$ cat config.mk
export PLATFORM = sky130hd
export DESIGN_NAME = lr16_unit
export DESIGN_NICKNAME = d
export VERILOG_FILES = /design/src/rtl/lr16_pkg.sv /design/src/rtl/lr16_logic.sv /design/src/rtl/lr16_rotate.sv /design/src/rtl/lr16_flags.sv /design/src/rtl/lr16_unit.sv
export SDC_FILE = /design/constraint.sdc
export NUM_CORES = 1
export LEC_CHECK = 0
export ABC_AREA = 1
export BUFFER_PORTS_ARGS = -buffer_cell sky130_fd_sc_hd__buf_2
export CORE_MARGIN = 5
export CORE_UTILIZATION = 40
export CTS_BUF_LIST = sky130_fd_sc_hd__clkbuf_4 sky130_fd_sc_hd__clkbuf_8
export CTS_CLUSTER_SIZE = 16
export DETAILED_ROUTE_END_ITERATION = 8
export HOLD_SLACK_MARGIN = 0.05
export SYNTH_ARGS = -nofsm -noshare
export SYNTH_HDL_FRONTEND = slang
export SYNTH_SLANG_ARGS = --single-unit
export TNS_END_PERCENT = 50
$ cat constraint.sdc
create_clock -name clk -period 1.1 [get_ports clk]
set_clock_uncertainty 0.2 [all_clocks]
set_input_delay 0.165 -clock clk [delete_from_list [all_inputs] [get_ports clk]]
set_output_delay 0.165 -clock clk [all_outputs]
set_load 0.05 [all_outputs]
$ cat src/rtl/lr16_pkg.sv
package lr16_pkg;

    // operation codes (3-bit select)
    localparam logic [2:0] OPC_AND  = 3'd0;
    localparam logic [2:0] OPC_OR   = 3'd1;
    localparam logic [2:0] OPC_BOOL = 3'd2;
    localparam logic [2:0] OPC_RRC  = 3'd3;
    localparam logic [2:0] OPC_RLC  = 3'd4;

    // number of result candidates that carry word-derived flags
    localparam int NCAND = 4;
    localparam int CAND_AND = 0;
    localparam int CAND_OR  = 1;
    localparam int CAND_RRC = 2;
    localparam int CAND_RLC = 3;

    typedef struct packed {
        logic s;
        logic z;
        logic pv;
        logic c;
    } flags_t;

    localparam flags_t FLAGS_CLEAR = '{s: 1'b0, z: 1'b0, pv: 1'b0, c: 1'b0};

endpackage

$ cat src/rtl/lr16_logic.sv
module lr16_logic #(
    parameter int W = 16
) (
    input  logic [W-1:0] a,
    input  logic [W-1:0] b,
    output logic [W-1:0] and_w,
    output logic [W-1:0] or_w,
    output logic [W-1:0] bool_w
);
    localparam logic [W-1:0] ONE = {{(W-1){1'b0}}, 1'b1};

    assign and_w  = a & b;
    assign or_w   = a | b;
    assign bool_w = (|a) ? ONE : '0;

endmodule

$ cat src/rtl/lr16_rotate.sv
module lr16_rotate #(
    parameter int W    = 16,
    parameter bit LEFT = 1'b0
) (
    input  logic [W-1:0] a,
    input  logic         cin,
    output logic [W-1:0] rot_w,
    output logic         cout
);
    localparam int MSB = W - 1;

    for (genvar i = 0; i < W; i++) begin : g_bit
        if (LEFT) begin : g_left
            if (i == 0) begin : g_lsb
                assign rot_w[i] = cin;
            end else begin : g_mid
                assign rot_w[i] = a[i-1];
            end
        end else begin : g_right
            if (i == MSB) begin : g_msb
                assign rot_w[i] = cin;
            end else begin : g_mid
                assign rot_w[i] = a[i+1];
            end
        end
    end

    if (LEFT) begin : g_cout_l
        assign cout = a[MSB];
    end else begin : g_cout_r
        assign cout = a[0];
    end

endmodule

$ cat src/rtl/lr16_flags.sv
module lr16_flags #(
    parameter int W = 16
) (
    input  logic [W-1:0] v,
    output logic         sign,
    output logic         zero,
    output logic         par_even
);
    localparam int MSB = W - 1;

    logic [W-1:0] chain;

    assign chain[0] = v[0];
    for (genvar i = 1; i < W; i++) begin : g_par
        assign chain[i] = chain[i-1] ^ v[i];
    end

    assign sign     = v[MSB];
    assign zero     = ~(|v);
    assign par_even = ~chain[MSB];

endmodule

$ cat src/rtl/lr16_unit.sv
module lr16_unit
    import lr16_pkg::*;
#(
    parameter int W = 16
) (
    input  logic         clk,
    input  logic         rst_n,
    input  logic [W-1:0] op_a,
    input  logic [W-1:0] op_b,
    input  logic         carry_in,
    input  logic [2:0]   op_sel,
    output logic [W-1:0] result,
    output logic         flag_s,
    output logic         flag_z,
    output logic         flag_pv,
    output logic         flag_c
);
    typedef struct packed {
        logic [W-1:0] res;
        flags_t       fl;
    } state_t;

    state_t st_d, st_q;

    logic [W-1:0] and_w, or_w, bool_w;
    logic [W-1:0] rot_w  [2];
    logic         rot_c  [2];
    logic [W-1:0] cand_w [NCAND];
    logic         cand_s [NCAND];
    logic         cand_z [NCAND];
    logic         cand_p [NCAND];

    lr16_logic #(.W(W)) u_logic (
        .a      (op_a),
        .b      (op_b),
        .and_w  (and_w),
        .or_w   (or_w),
        .bool_w (bool_w)
    );

    // index 0: rotate right, index 1: rotate left
    for (genvar d = 0; d < 2; d++) begin : g_rot
        lr16_rotate #(.W(W), .LEFT(d == 1)) u_rot (
            .a     (op_a),
            .cin   (carry_in),
            .rot_w (rot_w[d]),
            .cout  (rot_c[d])
        );
    end

    assign cand_w[CAND_AND] = and_w;
    assign cand_w[CAND_OR]  = or_w;
    assign cand_w[CAND_RRC] = rot_w[0];
    assign cand_w[CAND_RLC] = rot_w[1];

    for (genvar k = 0; k < NCAND; k++) begin : g_flag
        lr16_flags #(.W(W)) u_flags (
            .v        (cand_w[k]),
            .sign     (cand_s[k]),
            .zero     (cand_z[k]),
            .par_even (cand_p[k])
        );
    end

    // next-state computation: flags start clear, then the op sets its own
    always_comb begin
        st_d     = '0;
        st_d.fl  = FLAGS_CLEAR;
        st_d.res = op_a;
        case (op_sel)
            OPC_AND: begin
                st_d.res   = cand_w[CAND_AND];
                st_d.fl.s  = cand_s[CAND_AND];
                st_d.fl.z  = cand_z[CAND_AND];
                st_d.fl.pv = cand_p[CAND_AND];
            end
            OPC_OR: begin
                st_d.res   = cand_w[CAND_OR];
                st_d.fl.s  = cand_s[CAND_OR];
                st_d.fl.z  = cand_z[CAND_OR];
                st_d.fl.pv = cand_p[CAND_OR];
            end
            OPC_BOOL: begin
                st_d.res  = bool_w;
                st_d.fl.z = ~(|op_a);
            end
            OPC_RRC: begin
                st_d.res   = cand_w[CAND_RRC];
                st_d.fl.s  = cand_s[CAND_RRC];
                st_d.fl.z  = cand_z[CAND_RRC];
                st_d.fl.pv = cand_p[CAND_RRC];
                st_d.fl.c  = rot_c[0];
            end
            OPC_RLC: begin
                st_d.res   = cand_w[CAND_RLC];
                st_d.fl.s  = cand_s[CAND_RLC];
                st_d.fl.z  = cand_z[CAND_RLC];
                st_d.fl.pv = cand_p[CAND_RLC];
                st_d.fl.c  = rot_c[1];
            end
            default: begin
                st_d.res = op_a;
            end
        endcase
    end

    always_ff @(posedge clk or negedge rst_n) begin
        if (!rst_n) begin
            st_q <= '0;
        end else begin
            st_q <= st_d;
        end
    end

    assign result  = st_q.res;
    assign flag_s  = st_q.fl.s;
    assign flag_z  = st_q.fl.z;
    assign flag_pv = st_q.fl.pv;
    assign flag_c  = st_q.fl.c;

endmodule

==> results by group <==
CTS
  • CTS max path bufs: 2
  • Total CTS buffers: 3
  • Reg clk slew, reported paths: 0.07 ns
  • CTS sink cnt: 20
  • H-tree depth: 1
  • CTS tree: yes
  • CTS Root Buffer Type: clkbuf_8

Floorplanning
  • Core area: 5140 µm²
  • Site row count: 26
  • Initial Util: between 40% and 50%
  • Die Area: between 6000 and 7000 µm²
  • Io pins: 58
  • Die H: about 83 µm
  • Die X: between 80 and 90 µm

Global route
  • Grt total ovfl: 0
  • First-pass GRT wire length: around 14 mm
  • Total track usage: roughly a quarter
  • Vias in the first global route: 3031
  • Largest net degree at the start of global routing: 21
  • Number of antenna violations at the first check in global routing: 0

Critical path
  • Crit-path max cell delay: about 0.28 ns
  • Kind of critical path: in -> reg
  • Critical-path cell list: buf_12 > clkinvlp_4 > ha_4 > xnor2_2 > inv_1 > nand3_1 > nand2_1 > nand2_1 > nand3_1 > nand3_1 > nand2_1 > inv_1 > nand3_2
  • Crit end category: flip-flop
  • Req. time, crit path: roughly 1.1 ns
  • CP top delay family: simple AND/OR/NAND/NOR gates
  • Critical path peak fanout: 4
  • CP startpoint kind: input pin
  • CP bufs+invs: 4
  • Worst EP arrival: 1.49 ns
  • Highest-delay cell along the critical path: ha_4

Synth
  • Netlist cell types: 30
  • Synth Register Bits: 20
  • Mean Syn Cell Area: 5.85 µm²
  • Synth Instances: 366
  • Synthesized Nets: 407
  • Mapped cell area: 2140 µm²
  • Seq/Total Area, Yosys: about a quarter
  • Synthesis warning total: 0

STA
  • Slew margin rel.: 71.4%
  • Unrepaired setup endpoints after global routing: yes
  • Number of hold violations in the final report: 0
  • Max-slew violations: 0
  • Fin crit period: 1.54 ns
  • Setup ws final: -0.441 ns
  • Setup TNS: -1.87 ns
  • Fin crit share: 140%
  • Slew @ Worst Pin: 0.429 ns
  • Hold_ws: 0.0881 ns
  • Fmax: 649 MHz
  • Final setup viols: 30

Flow run
  • Max-Cap Viols: 0

Finish
  • Design Area, Final: around 4200 µm²
  • P&R area growth vs syn: 96.6%
  • Final Core Density: 81.9%
  • Inserted Diodes: 0
  • Final nets: just under 600
  • Share of cells above drive strength 1: 48.7%

Hold path
  • Hold Path Class: in -> reg
  • Hold Path Origin: op_a[4]
  • Worst Hold Depth: 4
  • Min-Delay Endpoint: result[4]

Route
  • Final routed DRC violation total: 0
  • Routed Antenna Nets: 0
  • Routed wire length: between 10 and 15 mm
  • First DRT Iteration DRCs: ~410
  • Drt first pass iters: 5
  • Via count: between 3000 and 4000
  • WL/cell: 16.6 µm
  • Via density: about 5.4

Power
  • Worst ir drop on vdd: 0.000542 V
  • Pleak: 2.25 nW
  • PwrDens: 789 nW/µm²
  • Total power: between 0.003 and 0.004 W

Outcome
  • Failing checks: setup timing
  • Outcome: finished with violations

Placement
  • Placer Congestion: 0.903
  • Port Buf Inserts: 57
  • DP HPWL: 6.56 mm
  • Placed Area: 3280 µm²
[what timing repair did]
action,4_1_cts,5_1_grt
gates resized for setup,111,69
setup endpoints to repair,36,39
hold buffers,2,0
hold endpoints to repair,21,0
pin swaps,28,25
setup buffers,18,6
gates cloned,0,2
[flip-flops by register name, summed over array words and instances (netlist names)]
| signal | count |
|---|---|
| result | 16 |
| flag_pv | 1 |
| flag_s | 1 |
| flag_z | 1 |
| flag_c | 1 |
[routing by layer]
metal	wire (µm)	vias to the layer above	part of all wire [%]	track usage, %
li1	-	1551	-	-
met1	3760	1469	37	31.2
met2	4950	206	49	45.4
met3	906	50	9.0	4.06
met4	433	0	4.3	8.47
met5	0	-	0	0
[synthesized netlist by cell type]
library cell / n / share of area [%]
nand2_1: 135 / 24
inv_1: 53 / 9.3
nor2_1: 30 / 5.3
nand3_1: 28 / 6.5
dfrtp_1: 20 / 23
o22ai_1: 19 / 5.6
a21oi_1: 13 / 3.0
o221ai_1: 8 / 3.3
nand2_2: 6 / 1.8
nand4_1: 6 / 1.8
o211ai_1: 6 / 2.1
nor3_1: 5 / 1.2
xor2_1: 5 / 2.0
inv_2: 4 / 0.70
nand3b_1: 4 / 1.4
nor4_1: 4 / 1.2
ha_1: 3 / 1.8
xnor2_1: 3 / 1.2
buf_2: 2 / 0.47
o21ai_0: 2 / 0.47
a22oi_1: 1 / 0.35
a31oi_1: 1 / 0.29
buf_6: 1 / 0.53
clkbuf_1: 1 / 0.18
clkbuf_8: 1 / 0.64
clkinv_1: 1 / 0.18
nand3_2: 1 / 0.47
nor2_2: 1 / 0.29
or2_2: 1 / 0.29
xnor2_2: 1 / 0.76
[report_power, final]
part           switching, W  internal, W
combinational       0.00115     0.000860
sequential        0.0000385     0.000811
clock              0.000214     0.000244
[through the flow]
step	setup slack (ns)	cells
floorplan	-0.412	366
global placement	-0.731	577
detailed placement	-0.769	577
CTS	-0.356	600
global route	-0.517	606
finish	-0.441	606
[cells in the final DEF, fill, tap and decap left out, types with 2 or more instances in the layout]
cell,instances
a21oi_1,8
a21oi_2,5
buf_12,4
buf_2,19
buf_4,98
buf_6,42
buf_8,5
clkbuf_16,2
clkbuf_8,3
dfrtp_1,20
ha_4,3
inv_1,40
inv_2,8
inv_4,5
inv_6,2
nand2_1,116
nand2_2,15
nand2_4,8
nand2_8,2
nand3_1,23
nand3_2,4
nand3_4,2
nand3b_1,4
nand4_1,6
nor2_1,21
nor2_2,4
nor2_4,6
nor3_1,3
nor4_2,2
nor4_4,2
o211ai_1,6
o221ai_1,4
o221ai_2,4
o22ai_1,12
o22ai_2,7
xnor2_1,2
xnor2_2,2
xor2_1,5
[how the worst max path moves through the flow]
stage / to / startpoint / slack (ns) / depth (start not counted)
global route: flag_pv / op_a[1] / -0.52 / 13
floorplan: flag_pv / op_a[1] / -0.41 / 12
detailed placement: flag_pv / op_a[1] / -0.77 / 14
finish: flag_pv / op_a[1] / -0.44 / 13
global placement: flag_pv / op_a[1] / -0.73 / 14
CTS: flag_pv / op_a[0] / -0.36 / 14
[cells by family after synthesis]
group	count (synthesis)	synth area share (%)
compound gates	50	15.1
fa+ha+maj	3	1.75
xor+xnor	9	4.03
flops	20	23.4
simple gates	221	43.8
buf+inv	63	12.0
[cell type report]
class	instances	area, µm²
inverter	58	256
timing repair buffer	172	1530
tap	70	87.6
sequential	20	500
fill	335	932
multi-input combinational	283	1790
clock buffer	3	41.3
Note: power is estimated with default switching activity, not from simulation.
